$ cat src/rtl/pdc_pkg.sv
package pdc_pkg;

    localparam int CTL_W     = 12;
    localparam int OCT_W     = 3;
    localparam int IDX_W     = 6;
    localparam int SUB_W     = CTL_W - OCT_W - IDX_W;
    localparam int OUT_FRAC  = 8;
    localparam int BASE_DLY  = 5859;
    localparam int INT_W     = $clog2(BASE_DLY + 1);
    localparam int DLY_W     = INT_W + OUT_FRAC;
    localparam int N_ENT     = 1 << IDX_W;
    localparam int DLY_MAX   = BASE_DLY << OUT_FRAC;

    typedef logic [DLY_W-1:0] dly_t;

    typedef struct packed {
        logic [OCT_W-1:0] oct;
        logic [IDX_W-1:0] idx;
        logic [SUB_W-1:0] sub;
    } pitch_t;

    typedef struct packed {
        logic [OCT_W-1:0] oct;
        logic [SUB_W-1:0] sub;
        dly_t             near_ent;
        dly_t             far_ent;
    } seg_t;

    // lowest-octave entry: base * 2^(-i/N) in OUT_FRAC fixed point
    function automatic int ent_val(int i);
        real r;
        r = real'(BASE_DLY) * real'(1 << OUT_FRAC) * (2.0 ** (-real'(i) / real'(N_ENT)));
        return $rtoi(r + 0.5);
    endfunction

    function automatic dly_t round_shift(dly_t v, logic [OCT_W-1:0] s);
        logic [DLY_W:0] t;
        if (s == '0) return v;
        t = {1'b0, v} + ((DLY_W+1)'(1) << (s - 1'b1));
        return dly_t'(t >> s);
    endfunction

endpackage

$ cat src/rtl/pdc_smooth.sv
module pdc_smooth
    import pdc_pkg::*;
#(
    parameter int K = 4
) (
    input  logic             clk,
    input  logic             rst,
    input  logic             in_valid,
    input  logic [CTL_W-1:0] in_code,
    output logic             out_valid,
    output pitch_t           out_pitch
);
    localparam int ACC_W = CTL_W + K;
    localparam logic [ACC_W-1:0] ACC_TOP = ACC_W'(((1 << CTL_W) - 1) << K);

    logic [ACC_W-1:0]        acc_q;
    logic signed [ACC_W+1:0] diff;
    logic [ACC_W-1:0]        step;

    always_comb begin
        diff = $signed({2'b00, in_code, {K{1'b0}}}) - $signed({2'b00, acc_q});
        step = ACC_W'(diff >>> K);
    end

    always_ff @(posedge clk) begin
        if (rst) begin
            acc_q     <= '0;
            out_valid <= 1'b0;
        end else begin
            out_valid <= in_valid;
            if (in_valid) acc_q <= acc_q + step;
        end
    end

    assign out_pitch = pitch_t'(acc_q[ACC_W-1:K]);

    // state only moves on an accepted code
    p_acc_hold_r2: assert property (@(posedge clk) disable iff (rst)
        !in_valid |=> $stable(acc_q));
    // state never passes the scaled full-scale code
    p_acc_range_r2: assert property (@(posedge clk) disable iff (rst)
        acc_q <= ACC_TOP);
    // a code above the state never pulls it down
    p_acc_dir_r2: assert property (@(posedge clk) disable iff (rst)
        (in_valid && ({in_code, {K{1'b0}}} >= acc_q)) |=> acc_q >= $past(acc_q));

endmodule

$ cat src/rtl/pdc_lookup.sv
module pdc_lookup
    import pdc_pkg::*;
(
    input  logic   clk,
    input  logic   rst,
    input  logic   in_valid,
    input  pitch_t in_pitch,
    output logic   out_valid,
    output seg_t   out_seg
);
    dly_t tbl [N_ENT+1];

    for (genvar g = 0; g <= N_ENT; g++) begin : g_tbl
        assign tbl[g] = dly_t'(ent_val(g));
    end

    logic [IDX_W:0] idx_lo;
    logic [IDX_W:0] idx_hi;

    always_comb begin
        idx_lo = {1'b0, in_pitch.idx};
        idx_hi = idx_lo + 1'b1;
    end

    always_ff @(posedge clk) begin
        if (rst) begin
            out_valid <= 1'b0;
            out_seg   <= '0;
        end else begin
            out_valid <= in_valid;
            if (in_valid) begin
                out_seg.oct      <= in_pitch.oct;
                out_seg.sub      <= in_pitch.sub;
                out_seg.near_ent <= tbl[idx_lo];
                out_seg.far_ent  <= tbl[idx_hi];
            end
        end
    end

    // neighbours are ordered, longer delay first
    p_seg_order_r4: assert property (@(posedge clk) disable iff (rst)
        out_valid |-> out_seg.near_ent > out_seg.far_ent);
    // one table step is a ratio of about 2^(1/64), under 1/64 of the entry
    p_seg_step_r4: assert property (@(posedge clk) disable iff (rst)
        out_valid |-> (out_seg.near_ent - out_seg.far_ent) <= (out_seg.near_ent >> 6));

endmodule

$ cat src/rtl/pdc_scale.sv
module pdc_scale
    import pdc_pkg::*;
(
    input  logic clk,
    input  logic rst,
    input  logic in_valid,
    input  seg_t in_seg,
    output logic out_valid,
    output dly_t out_dly
);
    localparam int PROD_W = DLY_W + SUB_W;

    dly_t              delta;
    logic [PROD_W-1:0] prod;
    dly_t              interp;

    always_comb begin
        delta  = in_seg.near_ent - in_seg.far_ent;
        prod   = PROD_W'(delta) * PROD_W'(in_seg.sub);
        interp = in_seg.near_ent - dly_t'(prod >> SUB_W);
    end

    always_ff @(posedge clk) begin
        if (rst) begin
            out_valid <= 1'b0;
            out_dly   <= '0;
        end else begin
            out_valid <= in_valid;
            if (in_valid) out_dly <= round_shift(interp, in_seg.oct);
        end
    end

    // the interpolated point stays inside its segment
    p_interp_bounds_r5: assert property (@(posedge clk) disable iff (rst)
        in_valid |-> (interp <= in_seg.near_ent && interp > in_seg.far_ent));
    // no strobe, no change
    p_out_hold_r8: assert property (@(posedge clk) disable iff (rst)
        !in_valid |=> $stable(out_dly));
    // never longer than the base delay
    p_out_max_r10: assert property (@(posedge clk) disable iff (rst)
        out_valid |-> out_dly <= dly_t'(DLY_MAX));

endmodule

$ cat src/rtl/pitch_delay_conv.sv
module pitch_delay_conv
    import pdc_pkg::*;
#(
    parameter int SMOOTH_K = 4
) (
    input  logic             clk,
    input  logic             rst,
    input  logic             ctl_valid,
    input  logic [CTL_W-1:0] ctl_code,
    output logic             dly_valid,
    output logic [DLY_W-1:0] dly_out
);
    logic   sm_valid;
    pitch_t sm_pitch;
    logic   lk_valid;
    seg_t   lk_seg;

    pdc_smooth #(.K(SMOOTH_K)) u_smooth (
        .clk       (clk),
        .rst       (rst),
        .in_valid  (ctl_valid),
        .in_code   (ctl_code),
        .out_valid (sm_valid),
        .out_pitch (sm_pitch)
    );

    pdc_lookup u_lookup (
        .clk       (clk),
        .rst       (rst),
        .in_valid  (sm_valid),
        .in_pitch  (sm_pitch),
        .out_valid (lk_valid),
        .out_seg   (lk_seg)
    );

    pdc_scale u_scale (
        .clk       (clk),
        .rst       (rst),
        .in_valid  (lk_valid),
        .in_seg    (lk_seg),
        .out_valid (dly_valid),
        .out_dly   (dly_out)
    );

    // each strobe is one cycle wide when codes arrive one cycle apart
    p_strobe_pipe_r7: assert property (@(posedge clk) disable iff (rst)
        (lk_valid && !sm_valid) |=> (dly_valid && !lk_valid));

endmodule

$ cat config.mk
export PLATFORM = sky130hd
export DESIGN_NAME = pitch_delay_conv
export DESIGN_NICKNAME = d
export VERILOG_FILES = /design/src/rtl/pdc_pkg.sv /design/src/rtl/pdc_smooth.sv /design/src/rtl/pdc_lookup.sv /design/src/rtl/pdc_scale.sv /design/src/rtl/pitch_delay_conv.sv
export SDC_FILE = /design/constraint.sdc
export NUM_CORES = 1
export LEC_CHECK = 0
export ABC_AREA = 1
export BUFFER_PORTS_ARGS = -buffer_cell sky130_fd_sc_hd__buf_2
export CORE_ASPECT_RATIO = 1.4
export CORE_MARGIN = 4
export CORE_UTILIZATION = 40
export DETAILED_ROUTE_END_ITERATION = 10
export GPL_ROUTABILITY_DRIVEN = 0
export SYNTH_ARGS = -nofsm -noshare
export SYNTH_HDL_FRONTEND = slang
export SYNTH_HIERARCHICAL = 1
export SYNTH_SLANG_ARGS = --single-unit
export TNS_END_PERCENT = 10
$ cat constraint.sdc
create_clock -name clk -period 5.5 [get_ports clk]
set_input_delay 0.825 -clock clk [delete_from_list [all_inputs] [get_ports clk]]
set_output_delay 0.825 -clock clk [all_outputs]
set_load 0.02 [all_outputs]
# Yosys cells after proc, flatten, opt, wreduce, memory -nomap -nowiden
# Memory sizes are Yosys's and may differ from the RTL's. A register that Yosys moved wholly into a read port is not among the register bits.
# Index checks and enable logic that the tools add are counted.
op_classes:
  muxes: 5
  multipliers: 1
  reduce_logical: 1
  bitwise_logic: 2
  addsub: 7
  shifts: 2
op_table:
  columns: ["op", "n"]
  rows:
  - ["2-to-1 mux 21 bit", 2]
  - ["subtractor 21 bit", 2]
  - ["multiplier 21 x 3 -> 24 bit", 1]
  - ["adder 21 x 22 -> 22 bit", 1]
  - ["left shift 1 x 3 -> 22 bit (first input constant)", 1]
  - [">> shifter 22 x 3 -> 21 bit", 1]
  - ["subtractor 16 x 16 -> 17 bit", 1]
  - ["adder 16 bit", 1]
  - ["inverter 6 -> 8 bit", 1]
  - ["inverter 7 -> 8 bit", 1]
  - ["adder 6 x 1 -> 7 bit (second input constant)", 1]
  - ["logical NOT 3 bit", 1]
  - ["2-to-1 mux 1 bit", 3]
  - ["subtractor 3 x 1 -> 3 bit (second input constant)", 1]
word_totals:
  inputBits: 15
  word_cells: 27
  register_bits: 46
  memories: 2
  mem_bits_ro: 5376
  output_inout_bits: 22
memory_table:
  columns: ["memory", "depth", "word_bits", "rd", "rd_clocked_by_memory_dff", "wr", "line", "source"]
  rows:
  - ["(no name shown)", 128, 21, 1, 1, 0, "pdc_lookup.sv:34", "out_seg.near_ent <= tbl[idx_lo];"]
  - ["(no name shown)", 128, 21, 1, 1, 0, "pdc_lookup.sv:35", "out_seg.far_ent <= tbl[idx_hi];"]

# Logic depth before layout (Yosys ltp)
# Gate-level depths: netlist of the first run.
depth:
  word_depth: 6
  mapped_depth: 45

# Hierarchy
# Netlist of the first run, hierarchy kept.
modules_own_cells:
  columns: ["module", "area_per_inst_um2", "seq_area_each_um2", "n_inst", "cells_each"]
  rows:
  - ["pdc_scale", 6673.9, 440.4, 1, 1158]
  - ["pdc_lookup", 5051.1, 980.9, 1, 936]
  - ["pdc_smooth", 2223.4, 340.3, 1, 359]

# Worst setup path after synthesis of the first run
# Ideal clock, no wire load.
synth_path:
  kind: "register to register"
  start: "register u_lookup/out_seg[21] (netlist name)"
  end: "register u_scale.out_dly[19]"
  path_stages_with_launch: 40
  setup_time_ns: 0.117
  slack_ns: -0.301
  path_buffers: 0
  arrival_ns: 5.684
  period_less_slack_ns: 5.801
  t_required_ns: 5.383
  cell_sequence: "dfxtp_1 inv_1 ha_1 fa_1 nand3b_1 nand2_1 a31oi_1 o21ai_0 a21boi_0 xnor2_1 nand2_1 fa_1 inv_1 ha_1 a21oi_1 o21ai_0 a21oi_1 inv_1 [... 4 more ...] a21oi_1 xor2_1 ha_1 nand2_1 nor3_1 nand3_1 nand3_1 nand2_1 nand2_1 nand2_1 nor2_1 nand3_1 nand2_1 nand2_1 nand3_1 nand2_1 a21oi_1 nor2_1"
synth_between:
  elab_chain_cells: 6
  elab_cells_between_ends: 7
  classes_between: "3 x add/sub; 1 x mul; 1 x shift; 2 x mux"
synth_rtl:
  columns: ["item", "line", "source"]
  rows:
  - ["subtractor 21 bit", "pdc_scale.sv:18", "delta = in_seg.near_ent - in_seg.far_ent;"]
  - ["multiplier 21 x 3 -> 24 bit", "pdc_scale.sv:19", "prod = PROD_W'(delta) * PROD_W'(in_seg.sub);"]
  - ["subtractor 21 bit *", "pdc_scale.sv:20", "interp = in_seg.near_ent - dly_t'(prod >> SUB_W);"]
  - ["adder 21 x 22 -> 22 bit", "pdc_pkg.sv:39", "t = {1'b0, v} + ((DLY_W+1)'(1) << (s - 1'b1));"]
  - [">> shifter 22 x 3 -> 21 bit", "pdc_pkg.sv:40", "return dly_t'(t >> s);"]
  - ["2-to-1 mux 21 bit *", "pdc_pkg.sv:39", null]
  - ["to (signal assigned)", "pdc_scale.sv:29", "if (in_valid) out_dly <= round_shift(interp, in_seg.oct);"]
  - ["to (decl)", "pdc_scale.sv:9", "output dly_t out_dly"]
# Every way passes the cells marked *; elsewhere a longest branch is shown, timed or not. The select of a mux whose other input is x is not followed.
# A chain may end at the register's enable or synchronous reset.

# Final worst setup path of the first run
layout_path:
  start: "register u_lookup/out_seg[21] (netlist name)"
  end: "register u_scale.out_dly[15]"
layout_between:
  elab_chain_cells: 6
  elab_cells_between_ends: 7
  classes_between: "3 x add/sub; 1 x mul; 1 x shift; 2 x mux"
layout_rtl:
  columns: ["item", "line"]
  rows:
  - ["subtractor 21 bit", "pdc_scale.sv:18"]
  - ["multiplier 21 x 3 -> 24 bit", "pdc_scale.sv:19"]
  - ["subtractor 21 bit *", "pdc_scale.sv:20"]
  - ["adder 21 x 22 -> 22 bit", "pdc_pkg.sv:39"]
  - [">> shifter 22 x 3 -> 21 bit", "pdc_pkg.sv:40"]
  - ["2-to-1 mux 21 bit *", "pdc_pkg.sv:39"]
# Marks and branches as above.

==> results.md, run 1 <==
* Initial antenna violation count at 0
* Die area at between 30000 and 40000 µm²
* Max-cap violations at 0
* Final wirelength at between 50 and 60 mm
* Die X at between 150 and 200 µm
* Number of synthesized flops with an enable pin at 0
* Clock transition at path regs at 0.06 ns
* Final worst-path setup slack at -0.559 ns
* Syn Std Cell Area at 13900 µm²
* Slowest CP cell: fa_1
* Mapped Nets at 2607
* Failing checks: negative setup slack
* FF/Latch Area at 1760 µm²
* Synth top area share at approximately 20%
* Root Driver: clkbuf_16
* Vias in the first global route at approximately 16000
* Critical path peak fanout at 4
* Sink Count at 88
* TNS Setup at -9.39 ns
* Final Util at 52.4%
* Initial Util at 40.7%
* Share of layout cells above drive strength 1 at ~24%
* Synth unique cells at between 50 and 60
* Later-pin clock latency in the skew report at about 0.37 ns
* DR DRC count at 0
* TritonCTS clock tree: done
* H-tree depth at 3
* Final-report hold violation count at 0
* Worst Hold Class: flip-flop to flip-flop
* Area of the multi-input gates at about 12000 µm²
* FF+latch count, synth at 88
* Starting DRT DRC Count at roughly 1600
* Setup Skew at 0.0163 ns
* Ports at 37
* Num CTS Buffers at 9
* Largest net degree at the start of global routing at 52
* Yosys warns at 6
* FILL cells at between 3000 and 4000
* Port bufs at 36
* Top area cells in the synthesized netlist: nand2_1 20%, dfxtp_1 13%, nand3_1 11%, ha_1 10%, inv_1 8.2%
* Routed vias/inst at between 5 and 6
* Area grow syn2layout at 28.7%
* RSZ-0062 raised after global routing: yes
* Vias post-DR at approximately 17000
* # setup viols final at 21
* Biggest area consumer among synthesized cells: nand2_1
* Nets at ~2800
* Async SR Flop Fraction at 0%
* Avg Synthesized Cell Area at roughly 5.7 µm²
* WHS at around 0.47 ns
* Sequential share of the synthesized area at between 10% and 20%
* Worst-case headroom to the max-slew limit at 17.4%
* Crit path DAT at 6.35 ns
* Top_reg_cell synth: dfxtp_1
* Tcrit/Tclk final at 110%
* Detailed-route wire length per cell at approximately 16 µm
* Final antenna-violating net count at 0
* Status: finished, violations left
* Gr ovfl total at 0
* ANT cells at 0
* DR pass1 iterations at 6
* WS Path Type: flip-flop to flip-flop
* Fmax at between 0.15 and 0.2 GHz
* GRT Util Overall at between 20% and 30%
* Global-route wire length before repair at ~80 mm
* Core area at between 30000 and 40000 µm²
* CP Capture Type: flip-flop
* Crit-path max cell delay at about 0.50 ns
* Clock buffer depth at 2
* Post-DP HPWL at between 30 and 40 mm
* Final std cells w/o fill at between 3000 and 4000
* Num rows at 80
* Min Tclk post-route at 6.06 ns
* Cells after Synth at between 2000 and 2500
* Overall die height at roughly 230 µm
* Final Max Slew Viols at 0
* Placed cells at 3088
* Worst-Margin Slew at approximately 1.2 ns
* Startpoint Class: flip-flop
* CP required at 5.79 ns
[placed cells by master (no fill, tap or decap), drive strengths merged, types with 14 or more instances in the layout]
| cell | n |
|---|---|
| nand2 | 773 |
| nand3 | 306 |
| fa | 24 |
| xor2 | 50 |
| o211ai | 17 |
| nor2 | 196 |
| dfxtp | 88 |
| inv | 323 |
| ha | 115 |
| nor3 | 14 |
| o21ai | 151 |
| buf | 335 |
| xnor2 | 20 |
| nand4 | 29 |
| a31oi | 30 |
| a21oi | 155 |
[cell usage after synthesis, types with 4 or more instances]
| cell type | count |
|---|---|
| fa_1 | 24 |
| dfxtp_1 | 88 |
| nor4_1 | 4 |
| nand3_1 | 298 |
| a21oi_1 | 149 |
| o21ai_0 | 145 |
| buf_4 | 19 |
| nand3_2 | 8 |
| nand2_2 | 31 |
| o21ai_1 | 6 |
| a31oi_1 | 30 |
| inv_2 | 17 |
| a21boi_0 | 4 |
| buf_1 | 6 |
| nor3_1 | 12 |
| nor2_2 | 19 |
| nand4_1 | 28 |
| nand2_1 | 742 |
| nor2_4 | 5 |
| xnor2_1 | 20 |
| o211ai_1 | 17 |
| inv_1 | 304 |
| or2_2 | 10 |
| buf_2 | 40 |
| clkbuf_1 | 41 |
| a21oi_2 | 6 |
| ha_1 | 115 |
| xor2_1 | 50 |
| nor2_1 | 172 |
| a21o_1 | 8 |
[critical path, delay by kind of cell, from the launching register on]
family	cells	cell delay (ns)
AND/OR/NAND/NOR	25	2.53
AO/OA/AOI/OAI	2	0.25
XOR/XNOR	2	0.30
buffers and inverters	9	0.87
flip-flops	1	0.33
adder cells (fa/ha/maj)	5	1.68
[state kept, by name, indices dropped and copies added (netlist names)]
| signal | flops |
|---|---|
| u_smooth/acc_q | 16 |
| u_lookup/out_valid | 1 |
| u_scale/out_valid | 1 |
| u_lookup/out_seg | 48 |
| u_smooth/out_valid | 1 |
| u_scale/out_dly | 21 |
[kinds of logic (layout without fill, tap and decap cells)]
logic type	Yosys count	after routing	synth area share (%)
AOI/OAI and AO/OA	386	386	15.2
xor gates and xnor gates	70	70	4.40
adders and majority gates	139	139	13.8
buffers and inverters	429	673	12.5
DFF	88	88	12.6
muxes	1	1	0.0718
and+or+nand+nor	1340	1340	41.4
[what timing repair did]
action	in CTS	in global routing
resized for setup	51	183
pin swaps	50	115
buffers inserted	25	19
endpoints found under the setup margin	21	21
hold buffers	0	0
[per-layer routing]
layer	up-vias	share of wire, %	track usage (%)
li1	8418	-	-
met5	-	0	0
met4	0	6.7	15.6
met2	728	50	45.4
met3	220	5.4	2.84
met1	7856	38	28.4
[metrics by stage]
step | worst slack, ns | cell area [µm²]
2_1_floorplan | 0.00663 | 14100
3_5_place_dp | -0.639 | 16300
4_1_cts | -0.478 | 17000
5_1_grt | -0.907 | 17900
6_report | -0.559 | 17900
3_3_place_gp | -0.544 | 16300
[final cells by class]
class,count,share of cell area (%)
Clock buffer,11,1.35
Clock inverter,5,0.349
Inverter,322,6.74
Multi-Input combinational cell,1936,64.9
Sequential cell,88,9.83
Tap cell,451,3.14
Timing Repair Buffer,335,13.7
[final timing paths]
check             cells after the start  slack [ns]                         startpoint                                to
setup / recovery                     43       -0.56  u_lookup/out_seg[21]$_SDFFE_PP0P_  u_scale/out_dly[15]$_SDFFE_PP0P_
hold / removal                        2        0.47   u_lookup/out_seg[4]$_SDFFE_PP0P_  u_lookup/out_seg[4]$_SDFFE_PP0P_
setup reg to reg                     43       -0.56  u_lookup/out_seg[21]$_SDFFE_PP0P_  u_scale/out_dly[15]$_SDFFE_PP0P_
hold reg to reg                       2        0.47   u_lookup/out_seg[4]$_SDFFE_PP0P_  u_lookup/out_seg[4]$_SDFFE_PP0P_
Power of run 1 is not shown: default switching activity piles up to over one toggle a cycle in this logic, so the estimate is an artifact.
==> run 2: changes to the inputs <==
Settings changed: CELL_PAD_IN_SITES_DETAIL_PLACEMENT from default to 1, CELL_PAD_IN_SITES_GLOBAL_PLACEMENT from default to 2, CORE_UTILIZATION 40 to 31, PLACE_DENSITY_LB_ADDON from default to 0.1.
==> run 2 against run 1 <==
The run still ends with negative setup slack left. Via count grew 0.61%. Die area grew 28%. Core utilization shrank 11 points. Worst hold slack gained 0.0011 ns. Critical path type unchanged. Flip-flop and latch count is the same. Cell count grew 4.3%. Critical endpoint unchanged. First-iteration DRC count shrank 51%. Global-route usage shrank 0.10 points.
==> results.md, run 2 (same netlist as run 1, synthesis figures left out) <==
* Initial antenna violation count at 1
* Final worst-path setup slack at -0.652 ns
* Post-CTS Hold Fix Bufs at 0
* Final antenna-violating net count at 0
* Die X at ~190 µm
* Max-cap violations at 0
* Status: finished, violations left
* Final Max Slew Viols at 0
* Commonest non-fill, non-tap cells in the layout: 687 x nand2_1, 322 x buf_4, 286 x inv_1
* Vias post-DR at 17300
* Biggest regs: u_lookup/out_seg (48), u_scale/out_dly (21), u_smooth/acc_q (16)
* GRT Util Overall at roughly 25%
* Commonest non-fill, non-tap cell in the layout: nand2_1
* ANT cells at 0
* FF/Latch Area at ~1800 µm²
* Setup Skew at about 0.016 ns
* Die area at 48500 µm²
* Clock transition at path regs at approximately 0.08 ns
* Num CTS Buffers at 9
* Area grow syn2layout at 31.3%
* FILL cells at around 6000
* Final std cells w/o fill at 3282
* Final Util at between 40% and 50%
* Later-pin clock latency in the skew report at roughly 0.38 ns
* Largest net degree at the start of global routing at 52
* Worst Hold Class: flip-flop to flip-flop
* Core area at around 44000 µm²
* Final-report hold violation count at 0
* Starting DRT DRC Count at between 700 and 800
* WS Path Type: flip-flop to flip-flop
* # setup viols final at 21
* CP Capture Type: flip-flop
* Fmax at ~0.16 GHz
* Crit-path max cell delay at 0.49 ns
* Min Tclk post-route at 6.15 ns
* Largest register FFs at 48
* Routed vias/inst at 5.28
* Gr ovfl total at 0
* Share of layout cells above drive strength 1 at roughly a quarter
* Num rows at 91
* Detailed-route wire length per cell at between 15 and 20 µm
* Vias in the first global route at ~18000
* Nets at around 2900
* H-tree depth at 3
* Failing checks: negative setup slack
* Buf/Inv on CP at 6
* RSZ-0062 raised after global routing: yes
* DR pass1 iterations at 5
* DR DRC count at 0
* TritonCTS clock tree: done
* Cell seen most often among critical-path stages: nand2_2
* Sink Count at between 80 and 90
* Worst-Margin Slew at roughly 1.1 ns
* Post-DP HPWL at roughly 51 mm
* Ports at 37
* Root Driver: clkbuf_16
* Kind of cell adding the most delay to the critical path: simple AND/OR/NAND/NOR gates
* Critical path peak fanout at 4
* Area of the multi-input gates at approximately 12000 µm²
* Worst-case headroom to the max-slew limit at between 20% and 30%
* Overall die height at between 200 and 300 µm
* Initial Util at 31.5%
* Largest register by flop count: u_lookup/out_seg
* Port bufs at 36
* Placed cells at 3226
* Slowest CP cell: fa_1
* TNS Setup at -11.99 ns
* Clock buffer depth at 2
* Tcrit/Tclk final at 112%
* Final wirelength at between 60 and 70 mm
* Global-route wire length before repair at about 100 mm
* Startpoint Class: flip-flop
* Crit path DAT at 6.46 ns
* CP required at about 5.8 ns
* Place WS at -0.978 ns
==> run 2: cell count changes in the layout (fill, tap and decap cells not counted), moves of 4 or more <==
cell	change
buf_4	+28
a21oi_2	+11
nand3_1	-8
nand3_2	+7
a21oi_1	-6
a21oi_4	-5
ha_2	+4
==> run 2: through the flow <==
stage	hold WS (ns)	cell area, µm²
after floorplan	0.445	14100
after detailed placement	0.459	16600
after global routing	0.499	18300
after global placement	0.459	16600
after CTS	0.469	17400
final	0.467	18300
==> run 2: cell type report <==
type / count / area share [%]
Inverter: 322 / 6.60
Clock buffer: 9 / 1.23
Clock inverter: 7 / 0.410
Sequential cell: 88 / 9.62
Tap cell: 558 / 3.81
Multi-Input combinational cell: 1936 / 63.8
Timing Repair Buffer: 362 / 14.5
==> run 2: per-layer routing <==
layer / track usage (%) / wire length [µm] / vias up
met1: 28.4 / 25400 / 8393
met5: 0 / 0 / -
li1: - / - / 8475
met4: 10.7 / 3000 / 0
met3: 1.80 / 1460 / 144
met2: 48.4 / 33400 / 315
==> run 2: final timing paths <==
| path | start | to | slack (ns) | depth (start not counted) |
|---|---|---|---|---|
| max reg2reg | u_lookup/out_seg[22]$_SDFFE_PP0P_ | u_scale/out_dly[15]$_SDFFE_PP0P_ | -0.65 | 45 |
| min | u_lookup/out_seg[18]$_SDFFE_PP0P_ | u_lookup/out_seg[18]$_SDFFE_PP0P_ | 0.47 | 2 |
| max | u_lookup/out_seg[22]$_SDFFE_PP0P_ | u_scale/out_dly[15]$_SDFFE_PP0P_ | -0.65 | 45 |
| min reg2reg | u_lookup/out_seg[18]$_SDFFE_PP0P_ | u_lookup/out_seg[18]$_SDFFE_PP0P_ | 0.47 | 2 |
==> run 2: what timing repair did <==
action / 4_1_cts / 5_1_grt
setup endpoints to repair: 21 / 21
gates resized for setup: 58 / 191
pin swaps: 46 / 113
buffers inserted: 23 / 17
==> run 2: worst register-to-register path, delay by kind of cell (launching register included) <==
kind	cells	cell delay, ns
and+or+nand+nor	29	2.68
adders and majority gates	5	1.80
buffers and inverters	6	0.49
xor gates and xnor gates	3	0.47
DFF	1	0.41
AOI/OAI and AO/OA	2	0.25
Power of run 2 is left out for the same reason.
